File: src/rtl/apb_uart_regs.sv
module apb_uart_regs #(
  parameter int ADDR_W = 12,
  parameter int DIV_W  = 20
) (
  input  logic              pclk,
  input  logic              presetn,
  input  logic              psel,
  input  logic              penable,
  input  logic              pwrite,
  input  logic [ADDR_W-1:0] paddr,
  input  logic [31:0]       pwdata,
  output logic [31:0]       prdata,
  output logic              pready,
  output logic              pslverr,
  output logic [7:0]        tx_byte,
  output logic              tx_valid,
  input  logic              tx_accept,
  input  logic [7:0]        rx_byte,
  input  logic              rx_valid,
  output logic              rx_ready,
  output logic [DIV_W-1:0]  baud_div,
  output logic              hs_test,
  output logic              irq_tx,
  output logic              irq_rx,
  output logic              irq_txovr,
  output logic              irq_rxovr,
  output logic              irq_any
);
  localparam int WORD_W = ADDR_W - 2;
  localparam logic [WORD_W-1:0] W_DATA = WORD_W'(0);
  localparam logic [WORD_W-1:0] W_STAT = WORD_W'(1);
  localparam logic [WORD_W-1:0] W_CTRL = WORD_W'(2);
  localparam logic [WORD_W-1:0] W_INT  = WORD_W'(3);
  localparam logic [WORD_W-1:0] W_BAUD = WORD_W'(4);
  localparam logic [WORD_W-1:0] W_ID0  = WORD_W'('hFD0 >> 2);
  localparam logic [WORD_W-1:0] W_IDN  = WORD_W'('hFFC >> 2);

  function automatic logic [7:0] id_value(input logic [3:0] idx);
    case (idx)
      4'd0:    id_value = 8'h04;
      4'd4:    id_value = 8'h21;
      4'd5:    id_value = 8'hB8;
      4'd6:    id_value = 8'h1B;
      4'd8:    id_value = 8'h0D;
      4'd9:    id_value = 8'hF0;
      4'd10:   id_value = 8'h05;
      4'd11:   id_value = 8'hB1;
      default: id_value = 8'h00;
    endcase
  endfunction

  logic [7:0]       tx_buf, rx_buf;
  logic             tx_full, rx_full, tx_ovr, rx_ovr;
  logic             int_tx, int_rx;
  logic [6:0]       ctrl;
  logic [DIV_W-1:0] baud;

  logic [WORD_W-1:0] word;
  logic [WORD_W-1:0] id_off;
  logic acc, wr, rd;
  logic wr_data, wr_stat, wr_ctrl, wr_int, wr_baud, rd_data;
  logic tx_take, rx_take;
  logic txo_clr, rxo_clr;
  logic [3:0] int_vec;

  assign word    = paddr[ADDR_W-1:2];
  assign id_off  = word - W_ID0;
  assign acc     = psel & penable;
  assign wr      = acc & pwrite;
  assign rd      = acc & ~pwrite;
  assign wr_data = wr & (word == W_DATA);
  assign wr_stat = wr & (word == W_STAT);
  assign wr_ctrl = wr & (word == W_CTRL);
  assign wr_int  = wr & (word == W_INT);
  assign wr_baud = wr & (word == W_BAUD);
  assign rd_data = rd & (word == W_DATA);

  assign tx_valid = tx_full & ctrl[0];
  assign rx_ready = ctrl[1];
  assign tx_take  = tx_valid & tx_accept;
  assign rx_take  = rx_valid & rx_ready;

  assign txo_clr = (wr_stat | wr_int) & pwdata[2];
  assign rxo_clr = (wr_stat | wr_int) & pwdata[3];

  always_ff @(posedge pclk or negedge presetn) begin
    if (!presetn) begin
      tx_buf  <= '0;
      tx_full <= 1'b0;
      tx_ovr  <= 1'b0;
      int_tx  <= 1'b0;
    end else begin
      if (wr_data) tx_buf <= pwdata[7:0];
      tx_full <= (tx_full & ~tx_take) | wr_data;
      tx_ovr  <= (tx_ovr & ~txo_clr) | (wr_data & tx_full & ~tx_take);
      int_tx  <= (int_tx & ~(wr_int & pwdata[0])) | (tx_take & ctrl[2]);
    end
  end

  always_ff @(posedge pclk or negedge presetn) begin
    if (!presetn) begin
      rx_buf  <= '0;
      rx_full <= 1'b0;
      rx_ovr  <= 1'b0;
      int_rx  <= 1'b0;
    end else begin
      if (rx_take) rx_buf <= rx_byte;
      rx_full <= (rx_full & ~rd_data) | rx_take;
      rx_ovr  <= (rx_ovr & ~rxo_clr) | (rx_take & rx_full & ~rd_data);
      int_rx  <= (int_rx & ~(wr_int & pwdata[1])) | (rx_take & ctrl[3]);
    end
  end

  always_ff @(posedge pclk or negedge presetn) begin
    if (!presetn) begin
      ctrl <= '0;
      baud <= '0;
    end else begin
      if (wr_ctrl) ctrl <= pwdata[6:0];
      if (wr_baud) baud <= pwdata[DIV_W-1:0];
    end
  end

  assign int_vec = {rx_ovr & ctrl[5], tx_ovr & ctrl[4], int_rx, int_tx};

  always_comb begin
    prdata = '0;
    if (rd) begin
      case (word)
        W_DATA:  prdata[7:0] = rx_buf;
        W_STAT:  prdata[3:0] = {rx_ovr, tx_ovr, rx_full, tx_full};
        W_CTRL:  prdata[6:0] = ctrl;
        W_INT:   prdata[3:0] = int_vec;
        W_BAUD:  prdata[DIV_W-1:0] = baud;
        default: if (word >= W_ID0 && word <= W_IDN) prdata[7:0] = id_value(id_off[3:0]);
      endcase
    end
  end

  assign pready    = 1'b1;
  assign pslverr   = 1'b0;
  assign tx_byte   = tx_buf;
  assign baud_div  = baud;
  assign hs_test   = ctrl[6];
  assign irq_tx    = int_vec[0];
  assign irq_rx    = int_vec[1];
  assign irq_txovr = int_vec[2];
  assign irq_rxovr = int_vec[3];
  assign irq_any   = |int_vec;
endmodule

File: config.mk
export PLATFORM = sky130hd
export DESIGN_NAME = apb_uart_regs
export DESIGN_NICKNAME = d
export VERILOG_FILES = /design/src/rtl/apb_uart_regs.sv
export SDC_FILE = /design/constraint.sdc
export NUM_CORES = 1
export LEC_CHECK = 0
export BUFFER_PORTS_ARGS = -buffer_cell sky130_fd_sc_hd__buf_2
export CAP_MARGIN = 0
export CORE_AREA = 2 2 92 94
export DETAILED_ROUTE_END_ITERATION = 12
export DIE_AREA = 0 0 94 96
export PLACE_DENSITY = 0.59
export REMOVE_ABC_BUFFERS = 1
export SLEW_MARGIN = 40
export SYNTH_ARGS = -nofsm -noshare
export SYNTH_HDL_FRONTEND = slang
export SYNTH_SLANG_ARGS = --single-unit
File: constraint.sdc
create_clock -name pclk -period 3.02 [get_ports pclk]
set_input_delay 0.302 -clock pclk [delete_from_list [all_inputs] [get_ports pclk]]
set_output_delay 0.302 -clock pclk [all_outputs]
set_load 0.005 [all_outputs]
== Word-level counts from Yosys, hierarchy flattened ==
Memories as Yosys holds them, arrays and structs flattened.
Index checks and enable logic that the tools add are counted.

* Bits in registers: 49
* Latch bits: 0
* Memory bits (writable): 0
* Memory bits (read-only): 128
* Input port bits: 59
* Output and inout bits: 70
* Logic and storage cells: 73
* Memories kept: 1

{| class="wikitable"
|+ Memories
! name !! depth !! width !! read ports !! clocked after Yosys merged registers in !! write ports !! line !! source
|-
| (no name shown) || 16 || 8 || 1 || 0 || 0 || 39 || <nowiki>case (idx)</nowiki>
|}

* Add/subtract/negate cells: 1
* Multipliers: 0
* Div/mod/pow operators: 0
* $lt $le $gt $ge: 2
* Eq/ne operators: 4
* Shift-type cells: 0
* Mux-type cells: 6
* Bitwise operators: 44
* Reductions and logical operators: 5

{| class="wikitable"
|+ Operator list
! cell !! count
|-
| $and A1 B1 Y1 || 30
|-
| $eq A10 B2 Y1 const B || 2
|-
| $mux W20 || 1
|-
| $pmux W4 S5 || 1
|-
| $mux W12 || 1
|-
| $pmux W3 S4 || 1
|-
| $eq A10 B1 Y1 const B || 1
|-
| $eq A10 B3 Y1 const B || 1
|-
| $ge A10 B10 Y1 const B || 1
|-
| $le A10 B10 Y1 const B || 1
|-
| $logic_not A10 Y1 || 1
|-
| $mux W8 || 1
|-
| $not A1 Y1 || 7
|-
| $or A1 B1 Y1 || 7
|-
| $reduce_or A4 Y1 || 1
|-
| $sub A4 B3 Y4 const B || 1
|-
| $pmux W1 S3 || 1
|-
| $reduce_or A3 Y1 || 1
|-
| $reduce_or A2 Y1 || 1
|-
| $logic_and A1 B1 Y1 || 1
|}

== Longest topological paths before layout ==
Gate-level depths: netlist of the first run.

* Word-level depth: 8
* Mapped depth: 7
* Gate-level depth less buffers: 6

== Worst setup path before layout of the first run ==
No wires, ideal clock.

* Path type: in2out
* Start point: input paddr[3]
* End point: output prdata[1]
* Data arrival time: 1491 ps
* Data required time: 2718 ps
* Setup slack: 1227 ps
* Stages: 7
* Buffers on the path: 1
* Cell sequence: inv_1 > ha_1 > buf_2 > nand2_1 > a211oi_2 > and2_1 > a32o_1

* Cells in the longest elaborated chain, start to end: 5
* Elaborated cells between the ends (all ways): 13
* Those cells by class: 1 x add/sub; 2 x order compare; 4 x eq/ne; 3 x mux; 2 x reduce/logical; 1 x memory

{| class="wikitable"
|+ RTL lines
! what !! line !! source
|-
| start: declaration || 10 || <nowiki>input logic [ADDR_W-1:0] paddr,</nowiki>
|-
| $sub A4 B3 Y4 (tied with other cells) || 67 || <nowiki>assign id_off = word - W_ID0;</nowiki>
|-
| $mem_v2 Z16 W8 / $logic_and A1 B1 Y1 (equally long branches) || - ||
|-
| $mux W8 || 135 || <nowiki>default: if (word >= W_ID0 && word <= W_IDN) prdata[7:0] = id_value(id_off[3:0]);</nowiki>
|-
| $pmux W4 S5 (*) || 129 || <nowiki>case (word)</nowiki>
|-
| $mux W20 (*) || 128 || <nowiki>if (rd) begin</nowiki>
|-
| end: declaration || 12 || <nowiki>output logic [31:0] prdata,</nowiki>
|}

Every way passes the cells marked *; elsewhere a longest branch is shown, timed or not.

== Worst setup path after layout of the first run ==
* Start point: input paddr[2]
* End point: output prdata[16]

* Cells in the longest elaborated chain, start to end: 3

{| class="wikitable"
|+ RTL lines
! what !! line
|-
| $eq A10 B3 Y1 || 129
|-
| $mux W12 || 129
|-
| $mux W20 || 128
|}

Every way passes these cells.

==> qor.yml, run 1 <==
route:
  drtIter0Drc: 150
  route.detailed.drc: 0
  detail-route-antenna-nets: 0
  drt-pass1-iter-count: 4
  routedWlPerCell_um: 15.9
  vias: 2133
  wirelength_um: 6980
  avgViaCountPerCell: 4.87
placed_design:
  place_congestion: 0.856
  portBuffers: 100
  hpwlAfterDp_um: 5350
hold_path:
  holdPathStages: 2
  hold_path_class: "in -> reg"
final_layout:
  final_core_util: 0.422
  n_fill_cell: 815
  final_nets: 399
  regArea_um2: 1230
  multiInputGateArea_um2: 1390
  syn_to_final_growth_pct: 22.7
  layout-drive-gt1-share: 0.453
  n_antenna_cell: 0
grt:
  grt_pass1_vias: 2033
  grt_max_degree: 38
  grt_pass1_wl_um: 10700
  overflow: 0
  antenna_found_initial: 0
  globalRouteTotalUtil: 0.154
floorplan:
  core_area_um2: 8050
  rows: 33
  fp.dieW_um: 94
  die_h_um: 96
  io_pins: 129
  start_util: 0.344
  die-area_um2: 9020
sta:
  finClkSkew_ns: 0.0131
  period_needed_ns: 2.55
  relSlewSlack: 0.659
  hold_ws_ns: 0.228
  setup_viol: 0
  min_period_over_period: 0.843
  hold_viol: 0
  worst_pin_slew_ns: 0.511
  final_max_slew_viol_count: 0
  rsz0062_at_grt: "no"
  fmax_mhz: 393
  fin_tns_setup_ns: 0
logic_synthesis:
  ys_seq_elements: 49
  synth_edf_count: 0
  synth_flop_cell: "dfrtp_1"
  synth_top_area_frac: 0.443
  syn-cell-area_um2: 2770
  synth_common_cells: "dfrtp_1 (49), mux2_4 (20), and2_1 (19), mux2_2 (16), buf_4 (15)"
  yosysUniqueCellTypes: 43
  synthArstFlopShare: 1.00
  synth_area_leader_cell: "dfrtp_1"
  yosys_warnings: 0
  netlist_instances: 236
  synth.most_common_cell: "dfrtp_1"
  syn_avg_cell_area_um2: 11.7
  ys_seq_area_frac: 0.443
  synth_area_leaders: "dfrtp_1 (44%), mux2_4 (11%), mux2_2 (6.5%), and2_1 (4.3%), buf_4 (4.1%)"
cts:
  htreeDepth: 2
  clkTransAtPathRegs_ns: 0.09
  clk_path_buf_depth: 2
  ctsRootBufferMaster: "clkbuf_8"
  worstSkewPairLatency_ns: 0.30
  cts_tree: "done"
  cts_sinks: 49
  cts_inserted_buffers: 5
critical_path:
  reg2regPathDepth: 3
  worstPathArrival_ns: 2.24
  end_kind: "output port"
  path_max_fanout: 12
  path_class: "in -> out"
  start_kind: "primary input"
  required_ns: 2.72
power:
  power_density_nw_per_um2: 351
  ir_drop_v: 0.000233
  leakagePower_nw: 1.93
status:
  status: "completed"
flow_run:
  cap_viol_max_count: 0
-- cell families (layout without fill, tap and decap cells) --
| kind of cell | count (synthesis) | count (layout) | synth area share |
|---|---|---|---|
| compound gates | 41 | 41 | 0.116 |
| fa+ha+maj | 8 | 8 | 0.0361 |
| buf+inv | 32 | 117 | 0.0709 |
| flops | 49 | 49 | 0.443 |
| mux | 43 | 43 | 0.202 |
| other cells | 2 | 14 | 0.00271 |
| simple gates | 61 | 61 | 0.130 |
-- per-layer routing --
| metal | track usage | vias to the layer above | wire, µm |
|---|---|---|---|
| met5 | 0 | - | 0 |
| met3 | 0.0243 | 7 | 432 |
| met4 | 0.0531 | 0 | 89 |
| met1 | 0.206 | 1027 | 3050 |
| met2 | 0.257 | 90 | 3410 |
| li1 | - | 1009 | - |
-- power breakdown --
part / switching, mW / leakage, nW / internal, mW
registers: 0.00437 / 0.684 / 0.662
clock network: 0.209 / 0.0542 / 0.207
logic: 0.0672 / 1.19 / 0.0442
-- what timing repair did --
action                     4_1_cts  5_1_grt
setup buffers                    0        0
setup endpoints to repair        0        0
gates resized for setup          0        0
hold endpoints to repair        36        0
hold buffers                     1        0
-- flip-flops by register name, summed over array words and instances, names as in the netlist --
signal and flops:
ctrl 7, rx_full 1, baud_div 20, irq_tx 1
rx_buf 8, tx_full 1, irq_rx 1, tx_ovr 1
rx_ovr 1, tx_byte 8
-- critical path: stages --
cell and delay (ns):
buf_2 0.14, inv_1 0.08, ha_1 0.48, and2_1 0.47, and3_1 0.46, and2_1 0.19
buf_2 0.11
-- final timing paths --
path                                 start            to  slack, ns
worst max-delay path              paddr[2]    prdata[16]       0.47
worst min-delay path            rx_byte[7]     rx_buf[7]       0.23
worst max register to register     ctrl[1]        rx_ovr       1.75
worst min register to register  tx_byte[3]    tx_byte[3]       0.51
max in group asynchronous          presetn       ctrl[2]       1.93
min in group asynchronous          presetn  baud_div[18]       0.51
-- cell usage in the layout, fill, tap and decap left out, types with 3 or more instances in the layout --
| cell | netlist | final |
|---|---|---|
| buf_2 | 4 | 99 |
| dfrtp_1 | 49 | 49 |
| mux2_4 | 20 | 20 |
| and2_1 | 19 | 19 |
| mux2_2 | 16 | 16 |
| nand2_1 | 14 | 14 |
| conb_1 | 2 | 14 |
| o21ai_0 | 8 | 8 |
| ha_1 | 8 | 8 |
| inv_1 | 7 | 7 |
| nor2_1 | 7 | 7 |
| mux2_1 | 7 | 7 |
| clkbuf_8 | 0 | 7 |
| a22oi_1 | 6 | 6 |
| nand3_1 | 4 | 4 |
| o2bb2ai_1 | 4 | 4 |
| a22o_1 | 4 | 4 |
| a32o_1 | 4 | 4 |
| and3_1 | 3 | 3 |
| a21o_1 | 3 | 3 |
-- layout make-up --
cell class / instances / share of cell area
inverters: 7 / 0.00773
clock inverters: 1 / 0.00147
flip-flops and latches: 49 / 0.361
well taps: 105 / 0.0387
clock buffers: 7 / 0.0284
repair buffers: 102 / 0.153
multi-input cells: 167 / 0.410
-- metrics by stage --
stage	power (mW)	std cells	instance area, µm²	setup slack [ns]
final	1.19	438	3400	0.474
after global routing	1.25	438	3400	0.352
after CTS	1.22	438	3400	0.519
after detailed placement	0.790	429	3290	0.518
after global placement	0.787	429	3280	0.557
after floorplan	0.722	223	2650	1.14
No activity file was read; power rests on OpenSTA's default activity.
==> run 2, diff against run 1 <==
--- a/config.mk
+++ b/config.mk
@@ -10,7 +10,7 @@
 export CORE_AREA = 2 2 92 94
 export DETAILED_ROUTE_END_ITERATION = 12
 export DIE_AREA = 0 0 94 96
-export PLACE_DENSITY = 0.59
+export PLACE_DENSITY = 0.62
 export REMOVE_ABC_BUFFERS = 1
 export SLEW_MARGIN = 40
 export SYNTH_ARGS = -nofsm -noshare
==> constraint.sdc (replaced) <==
create_clock -name pclk -period 2.2 [get_ports pclk]
set_input_delay 0.22 -clock pclk [delete_from_list [all_inputs] [get_ports pclk]]
set_output_delay 0.22 -clock pclk [all_outputs]
set_load 0.005 [all_outputs]
==> qor.yml, run 2 (same netlist as run 1, synthesis figures left out) <==
placed_design:
  post_dp_cell_area_um2: 3330  # +1.3%
  placed_cells: 435  # +1.4%
  place_congestion: 0.884  # +3.2%
  dpl_worst_slack_ns: 0.141  # -0.377 ns
  portBuffers: 100  # unchanged
  hpwlAfterDp_um: 5510  # +3.0%
grt:
  grt_pass1_wl_um: 10800  # +1.0%
  overflow: 0  # unchanged
  grt_pass1_vias: 2125  # +4.5%
  antenna_found_initial: 0  # unchanged
  globalRouteTotalUtil: 0.157  # +0.00260
  grt_max_degree: 21  # -45%
final_layout:
  layout_common_cells: "buf_2 (100), dfrtp_1 (49), mux2_4 (20)"
  layout-drive-gt1-share: 0.467  # +0.0140
  final_nets: 405  # +1.5%
  fin_area_um2: 3450  # +1.5%
  final_core_util: 0.429  # +0.00653
  largest_reg_flops: 20  # unchanged
  n_antenna_cell: 0  # unchanged
  n_fill_cell: 800  # -1.8%
  layout_commonest_cell: "buf_2"
  final_cells: 443  # +1.1%
  syn_to_final_growth_pct: 24.6
sta:
  period_needed_ns: 2.03
  min_period_over_period: 0.922
  setup_viol: 0  # unchanged
  fmax_mhz: 493
  hold_ws_ns: 0.142  # -0.0864 ns
  finClkSkew_ns: 0.00205  # -0.0110 ns
  final_max_slew_viol_count: 0  # unchanged
  rsz0062_at_grt: "no"
  hold_viol: 0  # unchanged
  fin_tns_setup_ns: 0  # unchanged
  worst_slack_ns: 0.172  # -0.302 ns
floorplan:
  die_h_um: 96  # unchanged
  core_area_um2: 8050  # unchanged
  rows: 33  # unchanged
  die-area_um2: 9020  # unchanged
  fp.dieW_um: 94  # unchanged
  start_util: 0.344  # unchanged
  io_pins: 129  # unchanged
power:
  leakagePower_nw: 1.96  # +1.5%
  total_power_mw: 1.69  # +42%
  pwr-share-comb: 0.093  # about the same
  seqPwrFrac: 0.541  # -0.017
  switching_share: 0.229  # -0.00527
  ir_drop_v: 0.000269  # +15%
  p_clk_frac: 0.367  # +0.019
  power_density_nw_per_um2: 490  # +40%
  p_int_mw: 1.30  # +43%
  p_switching_mw: 0.388  # +39%
critical_path:
  rrSetupSlack_ns: 0.97  # -0.78 ns
  reg2regPathDepth: 3  # unchanged
  path_max_fanout: 9  # -3
  path_class: "in -> out"
  r2r_end: "rx_ovr"
  worstReg2RegStart: "ctrl[1]"
  start_kind: "primary input"
  end_kind: "output port"
  required_ns: 1.98  # -0.74 ns
  worstPathArrival_ns: 1.81  # -0.43 ns
cts:
  ctsRootBufferMaster: "clkbuf_8"
  cts_tree: "done"
  clk_path_buf_depth: 2  # unchanged
  worstSkewPairLatency_ns: 0.30  # about the same
  htreeDepth: 2  # unchanged
  cts_sinks: 49  # unchanged
  cts_inserted_buffers: 5  # unchanged
  clkTransAtPathRegs_ns: 0.09  # about the same
route:
  wirelength_um: 6920  # -0.93%
  avgViaCountPerCell: 4.89  # +0.35%
  detail-route-antenna-nets: 0  # unchanged
  vias: 2165  # +1.5%
  drt-pass1-iter-count: 4  # unchanged
  route.detailed.drc: 0  # unchanged
  routedWlPerCell_um: 15.6  # -2.0%
  drtIter0Drc: 97  # -35%
hold_path:
  holdPathStages: 2  # unchanged
  hold_path_class: "in -> reg"
  whs_endpoint: "baud_div[10]"
  holdCritStartpoint: "pwdata[10]"
status:
  status: "completed"
flow_run:
  cap_viol_max_count: 0  # unchanged
run 2: repair_timing:
action	in CTS	in global routing
setup buffers	0	0
resized for setup	0	2
hold buffers	1	0
setup endpoints to repair	0	13
endpoints found under the hold margin	11	0
run 2: layout make-up:
type | instances | area [µm²] | share of cell area
clock buffer | 5 | 68.8 | 0.0199
sequential | 49 | 1230 | 0.355
tap | 105 | 131 | 0.0381
multi-input combinational | 167 | 1400 | 0.406
clock inverter | 2 | 35.0 | 0.0102
inverter | 7 | 26.3 | 0.00761
timing repair buffer | 108 | 563 | 0.163
run 2: power groups by stage:
stage                     Combinational [mW]  Sequential (mW)  Clock, mW
after global routing                   0.177            0.915      0.669
after CTS                              0.156            0.914      0.636
after floorplan                       0.0609            0.930          0
after detailed placement               0.154            0.932          0
after global placement                 0.151            0.932          0
final                                  0.157            0.914      0.620
run 2: worst max path at each step:
stage | endpoint | slack (ns) | cells past startpoint | startpoint
global route | prdata[2] | 0.02 | 9 | paddr[2]
global placement | prdata[1] | 0.19 | 9 | paddr[2]
CTS | prdata[9] | 0.14 | 7 | paddr[3]
floorplan | baud_div[0] | 0.40 | 5 | paddr[3]
finish | prdata[0] | 0.17 | 7 | paddr[2]
detailed placement | prdata[9] | 0.14 | 7 | paddr[3]
run 2: worst max-delay path: stages:
cell,delay [ns]
buf_2,0.14
ha_1,0.35
a222oi_1,0.43
nor2_1,0.08
a221o_1,0.28
a22o_1,0.19
buf_2,0.13
run 2: layer usage:
metal  GRT usage  vias up  wire length, µm
met2       0.259       78             3310
met4      0.0471        0               94
met1       0.210     1056             3130
met3      0.0305        7              386
li1            -     1024                -
met5           0        -                0
